**src/rtl/acc_alu.sv**
```systemverilog
module acc_alu #(
  parameter int OPW = 4
) (
  input  logic           clk,
  input  logic           rst_n,
  input  logic           op_valid_i,
  input  logic [OPW-1:0] op_i,
  input  logic [7:0]     acc_i,
  input  logic [7:0]     opnd_i,
  input  logic           cy_i,
  output logic [7:0]     res_o,
  output logic [7:0]     opnd_wb_o,
  output logic           cy_o,
  output logic           ac_o,
  output logic           ov_o,
  output logic           par_o
);
  localparam logic [OPW-1:0] OP_ADD  = OPW'(0);
  localparam logic [OPW-1:0] OP_ADDC = OPW'(1);
  localparam logic [OPW-1:0] OP_SUBB = OPW'(2);
  localparam logic [OPW-1:0] OP_AND  = OPW'(3);
  localparam logic [OPW-1:0] OP_OR   = OPW'(4);
  localparam logic [OPW-1:0] OP_XOR  = OPW'(5);
  localparam logic [OPW-1:0] OP_INC  = OPW'(6);
  localparam logic [OPW-1:0] OP_RL   = OPW'(7);
  localparam logic [OPW-1:0] OP_RLC  = OPW'(8);
  localparam logic [OPW-1:0] OP_RR   = OPW'(9);
  localparam logic [OPW-1:0] OP_RRC  = OPW'(10);
  localparam logic [OPW-1:0] OP_SWAP = OPW'(11);
  localparam logic [OPW-1:0] OP_XCHD = OPW'(12);

  logic       is_sub, is_arith, ci;
  logic [7:0] b_eff;
  logic [4:0] lo;
  logic [3:0] mid;
  logic [1:0] hi;
  logic       nx_cy, nx_ac, nx_ov;

  assign is_sub   = (op_i == OP_SUBB);
  assign is_arith = (op_i == OP_ADD) || (op_i == OP_ADDC) || is_sub;
  assign b_eff    = is_sub ? ~opnd_i : opnd_i;
  assign ci       = is_sub ? ~cy_i : ((op_i == OP_ADDC) & cy_i);

  assign lo  = {1'b0, acc_i[3:0]} + {1'b0, b_eff[3:0]} + {4'd0, ci};
  assign mid = {1'b0, acc_i[6:4]} + {1'b0, b_eff[6:4]} + {3'd0, lo[4]};
  assign hi  = {1'b0, acc_i[7]} + {1'b0, b_eff[7]} + {1'b0, mid[3]};

  always_comb begin
    res_o     = acc_i;
    opnd_wb_o = opnd_i;
    nx_cy     = cy_i;
    nx_ac     = ac_o;
    nx_ov     = ov_o;
    if (is_arith) begin
      res_o = {hi[0], mid[2:0], lo[3:0]};
      nx_cy = hi[1] ^ is_sub;
      nx_ac = lo[4] ^ is_sub;
      nx_ov = hi[1] ^ mid[3];
    end else begin
      case (op_i)
        OP_AND:  res_o = acc_i & opnd_i;
        OP_OR:   res_o = acc_i | opnd_i;
        OP_XOR:  res_o = acc_i ^ opnd_i;
        OP_INC:  res_o = acc_i + 8'd1;
        OP_RL:   res_o = {acc_i[6:0], acc_i[7]};
        OP_RLC:  begin res_o = {acc_i[6:0], cy_i}; nx_cy = acc_i[7]; end
        OP_RR:   res_o = {acc_i[0], acc_i[7:1]};
        OP_RRC:  begin res_o = {cy_i, acc_i[7:1]}; nx_cy = acc_i[0]; end
        OP_SWAP: res_o = {acc_i[3:0], acc_i[7:4]};
        OP_XCHD: begin
          res_o     = {acc_i[7:4], opnd_i[3:0]};
          opnd_wb_o = {opnd_i[7:4], acc_i[3:0]};
        end
        default: res_o = acc_i;
      endcase
    end
  end

  always_ff @(posedge clk or negedge rst_n) begin
    if (!rst_n) begin
      cy_o  <= 1'b0;
      ac_o  <= 1'b0;
      ov_o  <= 1'b0;
      par_o <= 1'b0;
    end else if (op_valid_i) begin
      cy_o  <= nx_cy;
      ac_o  <= nx_ac;
      ov_o  <= nx_ov;
      par_o <= ^res_o;
    end
  end

  AST_IDLE_HOLD: assert property (@(posedge clk) disable iff (!rst_n)
    !op_valid_i |=> $stable({cy_o, ac_o, ov_o, par_o}));
  AST_PARITY_EVEN: assert property (@(posedge clk) disable iff (!rst_n)
    op_valid_i |=> ((^{par_o, $past(res_o)}) == 1'b0));
  AST_LOGIC_KEEPS_AC_OV: assert property (@(posedge clk) disable iff (!rst_n)
    op_valid_i && (op_i == OP_AND || op_i == OP_OR || op_i == OP_XOR)
    |=> $stable({ac_o, ov_o}) && cy_o == $past(cy_i));
  AST_INC_KEEPS_AC_OV: assert property (@(posedge clk) disable iff (!rst_n)
    op_valid_i && op_i == OP_INC |=> $stable({ac_o, ov_o}) && cy_o == $past(cy_i));
  AST_PLAIN_ROT_CY: assert property (@(posedge clk) disable iff (!rst_n)
    op_valid_i && (op_i == OP_RL || op_i == OP_RR) |=> cy_o == $past(cy_i));
  AST_RLC_OUT_BIT: assert property (@(posedge clk) disable iff (!rst_n)
    op_valid_i && op_i == OP_RLC |=> cy_o == $past(acc_i[7]));
  AST_XCHD_UPPER_KEPT: assert property (@(posedge clk) disable iff (!rst_n)
    op_i == OP_XCHD |-> res_o[7:4] == acc_i[7:4] && opnd_wb_o[7:4] == opnd_i[7:4]);
  AST_WB_PASSTHRU: assert property (@(posedge clk) disable iff (!rst_n)
    op_i != OP_XCHD |-> opnd_wb_o == opnd_i);
endmodule

```
**config.mk**
```make
export PLATFORM = sky130hd
export DESIGN_NAME = acc_alu
export DESIGN_NICKNAME = d
export VERILOG_FILES = /design/src/rtl/acc_alu.sv
export SDC_FILE = /design/constraint.sdc
export NUM_CORES = 1
export LEC_CHECK = 0
export CORE_MARGIN = 2
export CORE_UTILIZATION = 36
export CTS_CLUSTER_DIAMETER = 30
export DETAILED_ROUTE_END_ITERATION = 16
export PLACE_DENSITY = 0.67
export SLEW_MARGIN = 20
export SYNTH_ARGS = -nofsm -noshare
export SYNTH_HDL_FRONTEND = slang
export SYNTH_SLANG_ARGS = --single-unit
```
**constraint.sdc**
```tcl
create_clock -name clk -period 21.4 [get_ports clk]
set_clock_uncertainty 0.1 [all_clocks]
set_input_delay 4.28 -clock clk [delete_from_list [all_inputs] [get_ports clk]]
set_output_delay 4.28 -clock clk [all_outputs]
set_load 0.1 [all_outputs]
```
### After elaboration in Yosys (flattened, before gate mapping)

Index checks and enable logic that the tools add are counted.

* flip-flop bits (word level): 4
* logic and storage cells: 45

* $add $sub $neg: 7
* equal/unequal tests: 12
* multiplexer cells: 8
* bitwise logic cells: 9
* reduce and logical (&&, ||, !) cells: 5

Operator list (number)
* case mux 8 bit (10 select lines): 1
* == test 4 bit (second input constant): 5
* == test 4 x 3 -> 1 bit (second input constant): 4
* two-way mux 8 bit: 2
* adder 8 x 1 -> 8 bit (second input constant): 1
* bitwise AND 8 bit: 1
* == test 4 x 2 -> 1 bit (second input constant): 2
* two-way mux 4 bit: 2
* inverter 8 bit: 1
* bitwise OR 8 bit: 1
* XOR reduction 8 bit: 1
* bitwise XOR 8 bit: 1
* adder 4 x 4 -> 5 bit: 1
* adder 5 x 1 -> 5 bit: 1
* adder 3 x 3 -> 4 bit: 1
* adder 4 x 1 -> 4 bit: 1
* == test 4 x 1 -> 1 bit (second input constant): 1
* logical NOT 4 bit: 1
* bitwise XOR 1 bit: 3
* adder 1 x 1 -> 2 bit: 1
* adder 2 x 1 -> 2 bit: 1
* logical OR 1 bit: 2
* two-way mux 1 bit: 2
* case mux 1 bit (2 select lines): 1
* 3 further kinds: 3

### Longest topological paths before layout

* depth after elaboration: 8
* mapped depth: 22
* depth with buffers taken out: 18

### Worst setup path after synthesis

No wires, ideal clock.

* path type: in2out
* start: input op_i[0]
* end: output res_o[7]
* data arrival time: 9.243 ns
* data required time: 17.020 ns
* setup slack: 7.777 ns
* stages: 19
* cell sequence: buf_4 > clkbuf_8 > clkbuf_1 > nand2b_1 > nor3_1 > buf_2 > xnor2_1 > fa_1 > fa_1 > a21o_1 > a21o_1 > fa_1 > a21o_1 > a21oi_1 > fa_1 > a211o_1 > a21oi_1 > a21oi_1 > a221oi_4

* cells in the longest elaborated chain, start to end: 7

Ends and longest elaborated chain
* start, declared: line 7 `input logic [OPW-1:0] op_i,`
* == test 4 x 2 -> 1 bit / == test 4 x 1 -> 1 bit (equally long branches): line 39, 40, 42
* two-way mux 8 bit / bitwise AND 1 bit (equally long branches): line 41, 42
* adder 4 x 4 -> 5 bit / two-way mux 1 bit (equally long branches): line 44, 42
* adder 5 x 1 -> 5 bit: line 44 `assign lo = {1'b0, acc_i[3:0]} + {1'b0, b_eff[3:0]} + {4'd0, ci};`
* adder 4 x 1 -> 4 bit: line 45 `assign mid = {1'b0, acc_i[6:4]} + {1'b0, b_eff[6:4]} + {3'd0, lo[4]};`
* adder 2 x 1 -> 2 bit: line 46 `assign hi = {1'b0, acc_i[7]} + {1'b0, b_eff[7]} + {1'b0, mid[3]};`
* two-way mux 8 bit (*): line 54 `if (is_arith) begin`
* end, declared: line 11 `output logic [7:0] res_o,`

Every way passes the cells marked *; elsewhere a longest branch is shown, timed or not.

### Worst setup path after layout

* start: input op_i[1]
* end: output res_o[7]

The elaborated chain is that of the path after synthesis.

==> metrics.txt <==
PostCTS Resize Cnt=0; Compound-Gate Fraction of Synth Area=31.7%; Register Area=roughly 100 um^2; area fraction of the dominant cell type after synthesis=12.3%; drc violations=0; initial antenna violation count=0; crit path time final=14.72 ns; Post-Route WL=6.82 mm; mux contribution to synthesized area=around 2%; Synth-to-Final Area Change=16.3%; synthesized area per cell=7.54 um^2; H-tree depth=1; reg2reg setup slack=20.52 ns; CTS tree=yes; die area=just under 7000 um^2; HPWL after DPL=between 4 and 5 mm; Die X=82.9 um; cells on worst reg2reg path=1; #FFs+latches synth=4; CP endpoint kind=output pin; crit path to=res_o[7]; postcts setup bufs=0; crit path kind=in2out; Worst R2R Start=par_o; layout cells sized above 1=~7.3%; largest family of logic cells by synthesized area=compound AO/OA/AOI/OAI gates; headroom to the max-slew limit=34.8%; Die Span Y=82.9 um; via count=2,333; Lkg Pwr=1.05 nW; largest net degree at the start of global routing=49; Post-synth ARST share=100%; Mapped Nets=348; Mapped Area=2240 um^2; Sink Count=4; Final ANT Viol Nets=0; Vias/cell=between 5 and 6; core area=5960 um^2; Crit. Startpoint=op_i[1]; Post-CTS Hold Fix Bufs=0; clock buffer depth=2; Simple-Gate Fraction of Synth Area=20.9%; Cell Count, Final, Fillers Out=391; Final Setup Violations=0; r2r endpoint=par_o; clock-pin slew on the worst setup and hold paths=0.03 ns; nets=369; Detailed Routing Iterations Pass 1=5; Fin. Hold Viols=0; clk root buf=clkbuf_8; first-pass GRT wire length=11.1 mm; setup tns final=0 ns; GPL Wtd Cong=0.894; clk_lat worst skew=0.22 ns; gr usage total=a little under a fifth; Design Power=0.141 mW; Synth Area in Adders=16.8%; GRT Residual Overflow=0; startpoint types=input pin; Util after Layout=43.7%; vias in the first global route=2,133; library cells used by synthesis=64; Ys Warns=0; XOR/XNOR share of the synthesized area=10.2%; most common cell after layout, fill and taps aside=clkdlybuf4s50_1; P per Cell Area=54.1 nW/um^2; total count of max-transition violations in the final report=0; Initial DRC Count=around 280; Top FF cell, synth=dfrtp_1; maximum VDD drop=0.0445 mV; Worst Hold Class=reg2reg; dpl cells=388; biggest area consumer among synthesized cells=ha_1; CTS Buf Count=3; Data required, critical path=17.02 ns; Multi-input gate area=approximately 1800 um^2; outcome=finished clean; Std-Cell Rows=28; crit path max fanout=43; fillcell total=613; initial core utilization=between 30% and 40%; port bufs=43; Seq/Total Area, Yosys=under 10%; Syn Inst Count=297; synth top area cells=ha_1, xnor2_1, o21ai_0, dfrtp_1, fa_1; most frequent cells in the layout=clkdlybuf4s50_1, o21ai_0, nand2_1, ha_1, inv_1; number of synthesized flops with an enable pin=0; antenna fix cells=0; fin crit share=68.8%; num ports=44; critical path arrival=10.34 ns; mean routed wirelength per cell=17.4 um; total of max-cap violations=0; fmax=68.0 MHz; Worst Tran Pin Value=0.975 ns; unrepaired setup endpoints after global routing=no
-- cell usage after synthesis, types with 3 or more instances --
cell and count:
clkbuf_1 6, inv_1 19, nor2b_1 8, mux2_2 3
xnor2_1 15, o21ai_0 26, o22ai_1 7, a21o_1 7
o32ai_1 3, dfrtp_1 4, a31oi_1 8, a221oi_1 4
nand2_1 22, a21oi_1 18, nand2b_1 5, nand3_1 12
nor2_1 13, buf_2 11, xor2_1 6, buf_4 7
clkbuf_8 7, fa_1 5, ha_1 22, a2bb2oi_1 3
a211oi_1 3
-- flip-flops by register name, indices dropped and copies added (netlist names) --
register  cells
ac_o          1
par_o         1
ov_o          1
cy_o          1
-- final cells by class --
type / count / share of cell area [%]
clock buffer: 3 / 1.59
timing repair buffer: 48 / 18.0
inverter: 20 / 2.88
tap: 75 / 3.60
multi-input combinational: 241 / 70.1
sequential: 4 / 3.84
-- metal layers --
| metal | wire length (um) | GRT usage (%) | share of wire, % | vias to the layer above |
|---|---|---|---|---|
| met2 | 3160 | 30.6 | 46 | 87 |
| met3 | 408 | 2.78 | 6.0 | 16 |
| met5 | 0 | 0 | 0 | - |
| met1 | 3110 | 26.7 | 46 | 1106 |
| met4 | 131 | 5.07 | 1.9 | 0 |
| li1 | - | - | - | 1124 |
-- cells by family after synthesis --
group | count (synthesis)
and+or+nand+nor | 85
muxes | 4
AOI/OAI and AO/OA | 102
xor gates and xnor gates | 23
adders and majority gates | 27
buffers and inverters | 52
DFF | 4
-- stage by stage --
step / hold slack [ns] / instance area, um^2 / setup WS (ns)
2_1_floorplan: 0.867 / 2240 / 7.78
3_3_place_gp: 0.377 / 2560 / 6.79
3_5_place_dp: 0.378 / 2560 / 6.73
4_1_cts: 0.385 / 2610 / 6.69
5_1_grt: 0.427 / 2610 / 6.35
6_report: 0.383 / 2610 / 6.68
-- critical path, cell delays in order --
cell             delay [ns]
clkdlybuf4s50_1        0.46
buf_4                  0.36
nand2b_1               0.13
nor3_1                 0.16
buf_4                  0.23
xnor2_1                0.10
fa_1                   0.44
fa_1                   0.41
a21o_1                 0.18
a21o_1                 0.20
fa_1                   0.41
a21o_1                 0.17
a21oi_1                0.28
fa_1                   0.53
a211o_1                0.25
a21oi_1                0.14
a21oi_1                0.08
a221oi_4               0.31
clkdlybuf4s50_1        1.19
-- power breakdown --
part	internal, mW	switching (mW)	total [mW]
sequential	0.00992	0.00137	0.0113
combinational	0.0368	0.0767	0.114
clock	0.0120	0.00414	0.0161
-- worst min-delay path by stage --
stage / startpoint / end / slack (ns) / cells after the start
6_report: ov_o / ov_o / 0.38 / 2
5_1_grt: ov_o / ov_o / 0.43 / 2
4_1_cts: ov_o / ov_o / 0.38 / 2
3_5_place_dp: ov_o / ov_o / 0.38 / 2
3_3_place_gp: ov_o / ov_o / 0.38 / 2
2_1_floorplan: ac_o / ac_o / 0.87 / 2
Note: power is estimated with default switching activity, not from simulation.
